===== config.mk =====
export PLATFORM = sky130hd
export DESIGN_NAME = rtg_top
export DESIGN_NICKNAME = d
export VERILOG_FILES = /design/src/rtl/rtg_pkg.sv /design/src/rtl/rtg_regs.sv /design/src/rtl/rtg_axis.sv /design/src/rtl/rtg_outenc.sv /design/src/rtl/rtg_top.sv
export SDC_FILE = /design/constraint.sdc
export NUM_CORES = 1
export LEC_CHECK = 0
export ABC_AREA = 1
export ABC_CLOCK_PERIOD_IN_PS = 4200
export BUFFER_PORTS_ARGS = -buffer_cell sky130_fd_sc_hd__buf_2
export CORE_MARGIN = 8
export CORE_UTILIZATION = 60
export DETAILED_ROUTE_END_ITERATION = 10
export HOLD_SLACK_MARGIN = 0.03
export PLACE_DENSITY = 0.82
export SLEW_MARGIN = 0
export SYNTH_ARGS = -nofsm -noshare
export SYNTH_HDL_FRONTEND = slang
export SYNTH_HIERARCHICAL = 1
export SYNTH_SLANG_ARGS = --single-unit

===== constraint.sdc =====
create_clock -name clk -period 4.2 [get_ports clk]
set_input_delay 0.21 -clock clk [delete_from_list [all_inputs] [get_ports clk]]
set_output_delay 0.21 -clock clk [all_outputs]
set_load 0.05 [all_outputs]

===== src/rtl/rtg_pkg.sv =====
package rtg_pkg;
   // register offsets (bytes)
   localparam int OFS_COMMIT = 'h00;
   localparam int OFS_CTRL   = 'h08;
   localparam int OFS_TIM0   = 'h10;
   localparam int N_TIM_REG  = 4;
   // bit positions
   localparam int COMMIT_BIT = 0;
   localparam int STBY_BIT   = 22;
   localparam int HI_LSB     = 16;
   localparam int POL_W      = 4;
   localparam int POL_HS     = 0;
   localparam int POL_VS     = 1;
   localparam int POL_DE     = 2;
   localparam int POL_PCLK   = 3;
   localparam int MAX_TW     = 13;
endpackage


===== src/rtl/rtg_regs.sv =====
module rtg_regs
   import rtg_pkg::*;
#(
   parameter int TW = 13,
   parameter int AW = 8,
   parameter int DW = 32,
   parameter int H_TOTAL_RST = 14,
   parameter int H_SYNC_RST  = 2,
   parameter int H_AST_RST   = 4,
   parameter int H_AEND_RST  = 12,
   parameter int V_TOTAL_RST = 8,
   parameter int V_SYNC_RST  = 1,
   parameter int V_AST_RST   = 2,
   parameter int V_AEND_RST  = 6,
   parameter logic [3:0] POL_RST = 4'b0100
) (
   input  logic          clk,
   input  logic          rst_n,
   input  logic          bus_we,
   input  logic [AW-1:0] bus_addr,
   input  logic [DW-1:0] bus_wdata,
   output logic [DW-1:0] bus_rdata,
   input  logic          frame_wrap_i,
   output logic          load_o,
   output logic          stby_o,
   output logic [POL_W-1:0] pol_o,
   output logic [TW-1:0] wrk_hi_o [N_TIM_REG],
   output logic [TW-1:0] wrk_lo_o [N_TIM_REG]
);
   localparam logic [AW-1:0] A_COMMIT = AW'(OFS_COMMIT);
   localparam logic [AW-1:0] A_CTRL   = AW'(OFS_CTRL);

   if (TW > MAX_TW) begin : g_bad_tw
      $error("rtg_regs: TW must not exceed the 13-bit packed field");
   end
   if (DW != 32) begin : g_bad_dw
      $error("rtg_regs: DW must be 32");
   end
   if (AW < 6) begin : g_bad_aw
      $error("rtg_regs: AW too small for the register map");
   end

   logic pend_q, stby_q;
   logic [POL_W-1:0] pol_q;
   logic [TW-1:0] stg_hi [N_TIM_REG];
   logic [TW-1:0] stg_lo [N_TIM_REG];
   logic commit_we, ctrl_we;

   assign commit_we = bus_we && (bus_addr == A_COMMIT) && bus_wdata[COMMIT_BIT];
   assign ctrl_we   = bus_we && (bus_addr == A_CTRL);
   assign load_o    = pend_q && (stby_q || frame_wrap_i);

   always_ff @(posedge clk) begin
      if (!rst_n) begin
         pend_q <= 1'b0;
         stby_q <= 1'b0;
         pol_q  <= POL_RST;
      end else begin
         if (commit_we)   pend_q <= 1'b1;
         else if (load_o) pend_q <= 1'b0;
         if (ctrl_we) begin
            stby_q <= bus_wdata[STBY_BIT];
            pol_q  <= bus_wdata[POL_W-1:0];
         end
      end
   end

   for (genvar k = 0; k < N_TIM_REG; k++) begin : g_tim
      localparam logic [AW-1:0] A_REG = AW'(OFS_TIM0 + 4 * k);
      localparam logic [TW-1:0] R_HI = (k == 0) ? TW'(H_TOTAL_RST) :
                                       (k == 1) ? TW'(H_AST_RST)   :
                                       (k == 2) ? TW'(V_TOTAL_RST) : TW'(V_AST_RST);
      localparam logic [TW-1:0] R_LO = (k == 0) ? TW'(H_SYNC_RST)  :
                                       (k == 1) ? TW'(H_AEND_RST)  :
                                       (k == 2) ? TW'(V_SYNC_RST)  : TW'(V_AEND_RST);
      logic [TW-1:0] s_hi_q, s_lo_q, w_hi_q, w_lo_q;
      always_ff @(posedge clk) begin
         if (!rst_n) begin
            s_hi_q <= R_HI;
            s_lo_q <= R_LO;
            w_hi_q <= R_HI;
            w_lo_q <= R_LO;
         end else begin
            if (load_o) begin
               w_hi_q <= s_hi_q;
               w_lo_q <= s_lo_q;
            end
            if (bus_we && bus_addr == A_REG) begin
               s_hi_q <= bus_wdata[HI_LSB +: TW];
               s_lo_q <= bus_wdata[0 +: TW];
            end
         end
      end
      assign stg_hi[k]   = s_hi_q;
      assign stg_lo[k]   = s_lo_q;
      assign wrk_hi_o[k] = w_hi_q;
      assign wrk_lo_o[k] = w_lo_q;
   end

   always_comb begin
      bus_rdata = '0;
      if (bus_addr == A_COMMIT) begin
         bus_rdata[COMMIT_BIT] = pend_q;
      end else if (bus_addr == A_CTRL) begin
         bus_rdata[STBY_BIT]    = stby_q;
         bus_rdata[POL_W-1:0]   = pol_q;
      end else begin
         for (int k = 0; k < N_TIM_REG; k++) begin
            if (bus_addr == AW'(OFS_TIM0 + 4 * k)) begin
               bus_rdata[HI_LSB +: TW] = stg_hi[k];
               bus_rdata[0 +: TW]      = stg_lo[k];
            end
         end
      end
   end

   assign stby_o = stby_q;
   assign pol_o  = pol_q;

   // a load without a new request leaves nothing pending
   p_pend_clear_r7: assert property (@(posedge clk) disable iff (!rst_n)
      (load_o && !commit_we) |=> !pend_q);

   // the working set only moves on a load
   p_wrk_hold_r8: assert property (@(posedge clk) disable iff (!rst_n)
      !load_o |=> $stable({wrk_hi_o[0], wrk_lo_o[0], wrk_hi_o[1], wrk_lo_o[1],
                           wrk_hi_o[2], wrk_lo_o[2], wrk_hi_o[3], wrk_lo_o[3]}));
endmodule


===== src/rtl/rtg_axis.sv =====
module rtg_axis #(
   parameter int TW = 13
) (
   input  logic          clk,
   input  logic          rst_n,
   input  logic          clr_i,
   input  logic          step_i,
   input  logic [TW-1:0] total_i,
   input  logic [TW-1:0] sync_end_i,
   input  logic [TW-1:0] act_st_i,
   input  logic [TW-1:0] act_end_i,
   output logic [TW-1:0] cnt_o,
   output logic          wrap_o,
   output logic          sync_o,
   output logic          act_o,
   output logic [TW-1:0] pos_o
);
   logic [TW-1:0] cnt_q;
   logic [TW:0]   nxt;

   assign nxt    = {1'b0, cnt_q} + 1'b1;
   assign wrap_o = nxt >= {1'b0, total_i};

   always_ff @(posedge clk) begin
      if (!rst_n)      cnt_q <= '0;
      else if (clr_i)  cnt_q <= '0;
      else if (step_i) cnt_q <= wrap_o ? '0 : nxt[TW-1:0];
   end

   assign sync_o = cnt_q < sync_end_i;
   assign act_o  = (cnt_q >= act_st_i) && (cnt_q < act_end_i);
   assign pos_o  = cnt_q - act_st_i;
   assign cnt_o  = cnt_q;

   // the count stays inside the programmed total
   p_cnt_range_r2: assert property (@(posedge clk) disable iff (!rst_n)
      (total_i != '0) |-> (cnt_q < total_i));

   // a wrap returns the counter to zero
   p_wrap_zero_r4: assert property (@(posedge clk) disable iff (!rst_n)
      (step_i && wrap_o && !clr_i) |=> (cnt_q == '0));

   // standby holds the counter at zero
   p_clr_zero_r9: assert property (@(posedge clk) disable iff (!rst_n)
      clr_i |=> (cnt_q == '0));
endmodule


===== src/rtl/rtg_outenc.sv =====
module rtg_outenc
   import rtg_pkg::*;
#(
   parameter int TW = 13
) (
   input  logic             stby_i,
   input  logic [POL_W-1:0] pol_i,
   input  logic             hs_i,
   input  logic             vs_i,
   input  logic             hact_i,
   input  logic             vact_i,
   input  logic [TW-1:0]    hpos_i,
   input  logic [TW-1:0]    vpos_i,
   output logic             hsync_o,
   output logic             vsync_o,
   output logic             de_o,
   output logic             pclk_inv_o,
   output logic [TW-1:0]    x_o,
   output logic [TW-1:0]    y_o
);
   localparam int NSIG = 3;
   logic [NSIG-1:0] act, lvl;
   logic de_raw;

   assign de_raw = !stby_i && hact_i && vact_i;
   assign act[POL_HS] = !stby_i && hs_i;
   assign act[POL_VS] = !stby_i && vs_i;
   assign act[POL_DE] = de_raw;

   for (genvar g = 0; g < NSIG; g++) begin : g_pol
      assign lvl[g] = pol_i[g] ? act[g] : !act[g];
   end

   assign hsync_o    = lvl[POL_HS];
   assign vsync_o    = lvl[POL_VS];
   assign de_o       = lvl[POL_DE];
   assign pclk_inv_o = pol_i[POL_PCLK];
   assign x_o        = de_raw ? hpos_i : '0;
   assign y_o        = de_raw ? vpos_i : '0;
endmodule


===== src/rtl/rtg_top.sv =====
module rtg_top
   import rtg_pkg::*;
#(
   parameter int TW = 13,
   parameter int AW = 8,
   parameter int DW = 32,
   parameter int H_TOTAL_RST = 14,
   parameter int H_SYNC_RST  = 2,
   parameter int H_AST_RST   = 4,
   parameter int H_AEND_RST  = 12,
   parameter int V_TOTAL_RST = 8,
   parameter int V_SYNC_RST  = 1,
   parameter int V_AST_RST   = 2,
   parameter int V_AEND_RST  = 6,
   parameter logic [3:0] POL_RST = 4'b0100
) (
   input  logic          clk,
   input  logic          rst_n,
   input  logic          bus_we,
   input  logic [AW-1:0] bus_addr,
   input  logic [DW-1:0] bus_wdata,
   output logic [DW-1:0] bus_rdata,
   output logic          hsync_o,
   output logic          vsync_o,
   output logic          de_o,
   output logic          pclk_inv_o,
   output logic [TW-1:0] pix_x_o,
   output logic [TW-1:0] pix_y_o
);
   logic [TW-1:0] wrk_hi [N_TIM_REG];
   logic [TW-1:0] wrk_lo [N_TIM_REG];
   logic stby, load;
   logic [POL_W-1:0] pol;
   logic [TW-1:0] h_cnt, v_cnt, h_pos, v_pos;
   logic h_wrap, v_wrap, h_sync, v_sync, h_act, v_act;

   rtg_regs #(
      .TW(TW), .AW(AW), .DW(DW),
      .H_TOTAL_RST(H_TOTAL_RST), .H_SYNC_RST(H_SYNC_RST),
      .H_AST_RST(H_AST_RST), .H_AEND_RST(H_AEND_RST),
      .V_TOTAL_RST(V_TOTAL_RST), .V_SYNC_RST(V_SYNC_RST),
      .V_AST_RST(V_AST_RST), .V_AEND_RST(V_AEND_RST),
      .POL_RST(POL_RST)
   ) u_regs (
      .clk(clk), .rst_n(rst_n),
      .bus_we(bus_we), .bus_addr(bus_addr), .bus_wdata(bus_wdata), .bus_rdata(bus_rdata),
      .frame_wrap_i(h_wrap && v_wrap),
      .load_o(load), .stby_o(stby), .pol_o(pol),
      .wrk_hi_o(wrk_hi), .wrk_lo_o(wrk_lo)
   );

   rtg_axis #(.TW(TW)) u_hcnt (
      .clk(clk), .rst_n(rst_n), .clr_i(stby), .step_i(1'b1),
      .total_i(wrk_hi[0]), .sync_end_i(wrk_lo[0]),
      .act_st_i(wrk_hi[1]), .act_end_i(wrk_lo[1]),
      .cnt_o(h_cnt), .wrap_o(h_wrap), .sync_o(h_sync), .act_o(h_act), .pos_o(h_pos)
   );

   rtg_axis #(.TW(TW)) u_vcnt (
      .clk(clk), .rst_n(rst_n), .clr_i(stby), .step_i(h_wrap),
      .total_i(wrk_hi[2]), .sync_end_i(wrk_lo[2]),
      .act_st_i(wrk_hi[3]), .act_end_i(wrk_lo[3]),
      .cnt_o(v_cnt), .wrap_o(v_wrap), .sync_o(v_sync), .act_o(v_act), .pos_o(v_pos)
   );

   rtg_outenc #(.TW(TW)) u_enc (
      .stby_i(stby), .pol_i(pol),
      .hs_i(h_sync), .vs_i(v_sync), .hact_i(h_act), .vact_i(v_act),
      .hpos_i(h_pos), .vpos_i(v_pos),
      .hsync_o(hsync_o), .vsync_o(vsync_o), .de_o(de_o), .pclk_inv_o(pclk_inv_o),
      .x_o(pix_x_o), .y_o(pix_y_o)
   );

   // a new working set always begins at line 0, pixel 0
   p_load_frame_r7: assert property (@(posedge clk) disable iff (!rst_n)
      load |=> (h_cnt == '0 && v_cnt == '0));

   // a line wrap inside a frame advances the line count by one
   p_vstep_r4: assert property (@(posedge clk) disable iff (!rst_n)
      (h_wrap && !v_wrap && !stby) |=> (v_cnt == TW'($past(v_cnt) + 1'b1)));
endmodule


==> Word level (Yosys, flattened, before mapping) <==
Cells that the tools add are included.
{ "word_totals": {"regBits": 240, "inputBits": 43, "elab_cells": 87, "out_inout_bits": 62} }
{ "op_classes": {"add_sub_neg": 4, "mux": 24, "magnitude_cmp": 8, "eq_ne": 5, "n_reduce_logical": 24, "n_bitwise": 1} }
{ "ops": {"columns": ["cell", "n"], "rows": [
  ["$mux W13", 12],
  ["$lt A13 B13 Y1", 4],
  ["$eq A8 B5 Y1 const B", 4],
  ["$add A13 B1 Y14 const B", 2],
  ["$ge A14 B13 Y1", 2],
  ["$ge A13 B13 Y1", 2],
  ["$sub A13 B13 Y13", 2],
  ["$logic_and A1 B1 Y1", 15],
  ["$mux W12", 1],
  ["$mux W6", 2],
  ["$mux W9", 1],
  ["$eq A8 B4 Y1 const B", 1],
  ["$logic_not A8 Y1", 1],
  ["$mux W1", 7],
  ["$logic_not A1 Y1", 4],
  ["$mux W4", 1],
  ["$reduce_or A3 Y1", 1],
  ["$reduce_bool A2 Y1", 1],
  ["$reduce_or A2 Y1", 1],
  ["$logic_or A1 B1 Y1", 1],
  ["$not A1 Y1", 1]
]} }

==> Longest topological paths before layout <==
{ "depth": {"word_depth": 7, "mapped_depth": 24, "mapped_depth_nobuf": 21} }

==> Cells and area by module <==
The synthesis kept the hierarchy.
{ "modules_own_cells": {"columns": ["module", "cells_each", "area_per_inst_um2", "n_inst", "seq_area_each_um2"], "rows": [
  ["rtg_regs", 1178, 8510.7, 1, 4284.1],
  ["rtg_axis (u_vcnt)", 390, 2453.6, 1, 260.2],
  ["rtg_axis (u_hcnt)", 387, 2452.4, 1, 260.2],
  ["rtg_outenc", 71, 354.1, 1, 0.0],
  ["rtg_top", 3, 11.3, 1, 0.0]
]} }

==> Worst setup path after synthesis <==
Ideal clock, no wire load.
{ "synth_path": {"kind": "register to register", "from": "register u_hcnt.cnt_q[1], in the netlist u_hcnt/cnt_o[1]", "to": "register u_regs.g_tim[0].w_lo_q[0]", "stages_incl_launch_ff": 23, "required_ns": 4.084, "path_slack_ns": 1.011, "synth_period_minus_slack_ns": 3.189, "path_buffers": 3, "setup_time_ns": 0.116, "t_arrival_ns": 3.073, "cell_sequence": "dfxtp_1 ha_1 nand3_1 inv_2 nand2_1 nor2_1 xor2_1 ha_1 nand2_1 nor3_1 nand2_1 nand3_1 nor2_2 buf_2 nand2_1 nand2_1 inv_1 o21ai_1 inv_2 buf_2 clkbuf_1 nor2_1 nor2_1"} }
{ "synth_via": {"elab_chain_cells": 5} }
{ "synth_rtl": {"columns": ["element", "line", "rtl"], "rows": [
  ["start, declared", "rtg_axis.sv:18", "logic [TW-1:0] cnt_q;"],
  ["start signal, assigned", "rtg_axis.sv:27", "else if (step_i) cnt_q <= wrap_o ? '0 : nxt[TW-1:0];"],
  ["$add A13 B1 Y14", "rtg_axis.sv:21", "assign nxt = {1'b0, cnt_q} + 1'b1;"],
  ["$ge A14 B13 Y1", "rtg_axis.sv:22", "assign wrap_o = nxt >= {1'b0, total_i};"],
  ["named net h_wrap", "rtg_top.sv:35", "logic h_wrap, v_wrap, h_sync, v_sync, h_act, v_act;"],
  ["$logic_and A1 B1 Y1", "rtg_top.sv:47", ".frame_wrap_i(h_wrap && v_wrap),"],
  ["$logic_or A1 B1 Y1", "rtg_regs.sv:51", "assign load_o = pend_q && (stby_q || frame_wrap_i);"],
  ["$logic_and A1 B1 Y1", "rtg_regs.sv:51", null],
  ["end signal, assigned", "rtg_regs.sv:86", "w_lo_q <= s_lo_q;"],
  ["end, declared", "rtg_regs.sv:76", "logic [TW-1:0] s_hi_q, s_lo_q, w_hi_q, w_lo_q;"]
]} }
The timed path passes the listed nets, and every way through them passes these cells.
A chain may end at the register's enable or synchronous reset.

==> Final worst setup path <==
{ "layout_path": {"from": "register u_hcnt.cnt_q[1], in the netlist u_hcnt/cnt_o[1]", "to": "register u_regs.g_tim[0].w_hi_q[3]"} }
{ "layout_via": {"elab_chain_cells": 5} }
{ "layout_rtl": {"columns": ["element", "line", "rtl"], "rows": [
  ["$add A13 B1 Y14", "rtg_axis.sv:21", null],
  ["$ge A14 B13 Y1", "rtg_axis.sv:22", null],
  ["named net h_wrap", "rtg_top.sv:35", null],
  ["$logic_and A1 B1 Y1", "rtg_top.sv:47", null],
  ["$logic_or A1 B1 Y1", "rtg_regs.sv:51", null],
  ["$logic_and A1 B1 Y1", "rtg_regs.sv:51", null],
  ["named net load", "rtg_top.sv:32", "logic stby, load;"],
  ["end signal, assigned", "rtg_regs.sv:85", "w_hi_q <= s_hi_q;"],
  ["end, declared", "rtg_regs.sv:76", null]
]} }
The timed path passes the listed nets, and every way through them passes these cells.

==> out/results.tsv <==
stage	metric	value	unit
outcome	outcome	complete, no violations	
die	ios	105	
synthesis	yosysUniqueCellTypes	35	
setup_path	cp_max_fo	32	
detailed_routing	detail_route.wl_per_cell	15.9	um
synthesis	yosys.area.top_type_share	34.9	%
pwr	ir_worst_vdd	0.000247	V
timing	worst_pin_slew	1.03	ns
synthesis	yosysWarnings	6	
cells_and_area	design_area	15300	um^2
timing	tns	0	ns
clock_tree	cts.htree.levels	1	
clock_tree	clock_path_buffers	3	
global_route	grt_max_degree	121	
timing	slew_violations	0	
detailed_routing	wl_met2	16.9	mm
timing	rsz0062_at_grt	false	
clock_tree	insertion_delay	0.53	ns
timing	relSlewSlack	31.5	%
worst_hold_path	min_from	bus_addr[1]	
global_route	grt_pass1_wl	61.7	mm
timing	period_minus_slack	3.80	ns
global_route	grt.overflow.total	0	
cells_and_area	nets	2256	
clock_tree	numCtsBuffers	25	
die	core	22600	um^2
die	die_h	168	um
die	die-area	28100	um^2
global_route	antenna_found_initial	1	
timing	final-setup-viol-count	0	
placement	post-dp-hpwl	27.6	mm
synthesis	synth.top_cells.by_area	dfxtp_1 35%, nor2_1 12%, ha_1 9.3%	
setup_path	worstReg2RegStart	u_hcnt/cnt_o[1]	
global_route	grt_pass1_vias	12240	
clock_tree	clkTransAtPathRegs	0.06	ns
run	maxCapViolCount	0	
detailed_routing	ant_nets	0	
clock_tree	cts.sinks	240	
synthesis	syn_area_per_cell	6.79	um^2
detailed_routing	maxUsedRoutingLayer	met4	
worst_hold_path	hold_depth	6	
timing	hold_violations	0	
clock_tree	cts_root_buf	clkbuf_16	
worst_hold_path	hold_path.class	in -> reg	
synthesis	yosysTopAreaCell	dfxtp_1	
pwr	power_leakage	7.71	nW
detailed_routing	drt_iter0_drc	1629	
timing	fin_crit_sh	90.6	%
setup_path	worstPathRequired	4.56	ns
detailed_routing	viasPerCell	5.54	
timing	max_freq	263	MHz
die	die_w	168	um
detailed_routing	wl_met3	3.75	mm
synthesis	netlist_instances	2029	
detailed_routing	drt_wl_total	38.3	mm
detailed_routing	remaining_drc_errors	0	
detailed_routing	first_pass_iters	6	
die	num_rows	55	
setup_path	rr_worst_depth	20	
cells_and_area	syn_to_final_growth	11.1	%
cells_and_area	drive_gt1_share	9.80	%
global_route	grt_use_total	26.6	%
timing	skew	0.0165	ns
synthesis	ys_ff_latch	240	
synthesis	seq_area_frac_synth	34.9	%
setup_path	worstSetupEndpointType	flip-flop	
setup_path	critPathArrivalTime	4.17	ns
pwr	totalPowerFinal	4.50	mW
setup_path	start_kind	flip-flop	
die	initial_core_util	61.1	%
clock_tree	post_cts_buffers	0	
detailed_routing	met1_length	16.8	mm
placement	io_buffers	92	
worst_hold_path	hold_end	u_regs/pend_q	
setup_path	r2r-end	u_regs/g_tim[0].w_hi_q[3]	
setup_path	rrSetupSlack	0.40	ns
timing	holdWs	0.188	ns
clock_tree	tritoncts	done	
synthesis	netlist_area	13800	um^2
setup_path	crit_type	reg -> reg	
pwr	pwr_density_cell	294	nW/um^2
detailed_routing	vias	13338	
placement	place.gp.congestion	0.962	
placement	postPlaceCellArea	14300	um^2
-- report_power, final --
part           switching (mW)  leakage [nW]  internal, mW  total (mW)
sequential            0.00504          1.93          2.28        2.29
combinational           0.137          5.42        0.0588       0.196
clock                   0.879         0.364          1.14        2.02
-- Yosys cell counts (all sizes together) --
cell,number
ha,102
xnor2,12
a211oi,2
nand2,312
o21ai,223
a21oi,105
o21a,4
nor3,15
fa,2
o211ai,4
nor2,489
o221ai,6
clkbuf,46
a31oi,2
xor2,29
inv,270
dfxtp,240
conb,2
o31ai,1
buf,45
nand4,46
nand3,72
-- how the worst max path moves through the flow --
stage	start	to	depth (start not counted)
floorplan	u_hcnt/cnt_o[1]	u_regs/g_tim[0].w_lo_q[0]	22
global placement	u_hcnt/cnt_o[1]	u_regs/g_tim[0].w_hi_q[3]	20
detailed placement	u_hcnt/cnt_o[1]	u_regs/g_tim[0].w_hi_q[3]	20
CTS	u_hcnt/cnt_o[1]	u_regs/g_tim[0].w_hi_q[3]	20
global route	u_hcnt/cnt_o[1]	u_regs/g_tim[0].w_hi_q[3]	20
finish	u_hcnt/cnt_o[1]	u_regs/g_tim[0].w_hi_q[3]	20
-- what timing repair did --
item,4_1_cts,5_1_grt
hold buffers,27,0
hold endpoints to repair,94,0
resized for setup,0,0
-- critical path, stage by stage, from the launching register on --
cell and delay [ns]:
dfxtp_1 0.47, ha_1 0.24, nand3_1 0.14, inv_2 0.10, nand2_1 0.08, nor2_1 0.13, xor2_1 0.20, ha_1 0.25
nand2_1 0.08, nor3_1 0.07, nand2_1 0.06, nand3_1 0.08, nor2_2 0.26, nand2_1 0.15, nand2_1 0.10, inv_1 0.07
o21ai_4 0.18, clkinv_2 0.38, buf_4 0.39, nand2_1 0.12, nand3_1 0.08
-- metal layers --
layer | vias to the layer above | GRT usage (%)
li1 | 6599 | -
met1 | 6092 | 35.8
met2 | 581 | 42.3
met3 | 66 | 5.69
met4 | 0 | 7.26
met5 | - | 0
-- cells by family after synthesis --
| family | synth area share, % |
|---|---|
| buffers and inverters | 11.0 |
| other | 0.0545 |
| adder cells (fa/ha/maj) | 9.55 |
| AO/OA/AOI/OAI | 13.0 |
| flip-flops | 34.9 |
| AND/OR/NAND/NOR | 28.9 |
| XOR/XNOR | 2.61 |
-- cells in the final DEF (no fill, tap or decap), types with 5 or more instances in the layout --
master         count
a21oi_1          105
buf_2             91
buf_4             14
clkbuf_1           5
clkbuf_16         25
clkinv_2           7
conb_1            11
dfxtp_1          240
dlygate4sd3_1     27
ha_1             102
inv_1            258
inv_2             10
nand2_1          301
nand2_2            7
nand3_1           68
nand4_1           46
nor2_1           453
nor2_2            24
nor2_4             9
nor3_1            15
o21ai_0          212
o21ai_1           10
o221ai_1           6
xnor2_1           12
xor2_1            29
-- through the flow --
| stage | worst slack (ns) | cells | util, % |
|---|---|---|---|
| floorplan | 1.01 | 2038 | - |
| CTS | 0.409 | 2408 | 67.8 |
| detailed placement | 0.436 | 2340 | 63.4 |
| global placement | 0.547 | 2340 | 63.4 |
| global route | 0.0621 | 2409 | 67.8 |
| finish | 0.396 | 2409 | 67.8 |
-- sequential cells by signal, summed over array words and instances (netlist names) --
signal               count
u_hcnt/cnt_o            13
u_regs/g_tim.s_hi_q     52
u_regs/g_tim.s_lo_q     52
u_regs/g_tim.w_hi_q     52
u_regs/g_tim.w_lo_q     52
u_regs/pend_q            1
u_regs/pol_o             4
u_regs/stby_o            1
u_vcnt/cnt_o            13
-- area by class of cell --
type | count | area (um^2)
Clock inverter | 8 | 46.3
Inverter | 270 | 1020
Timing Repair Buffer | 135 | 891
Antenna cell | 1 | 2.50
Sequential cell | 240 | 4800
Multi-Input combinational cell | 1437 | 7510
Clock buffer | 33 | 686
Tap cell | 285 | 357
Fill cell | 1940 | 7260
No activity file was read; power rests on OpenSTA's default activity.
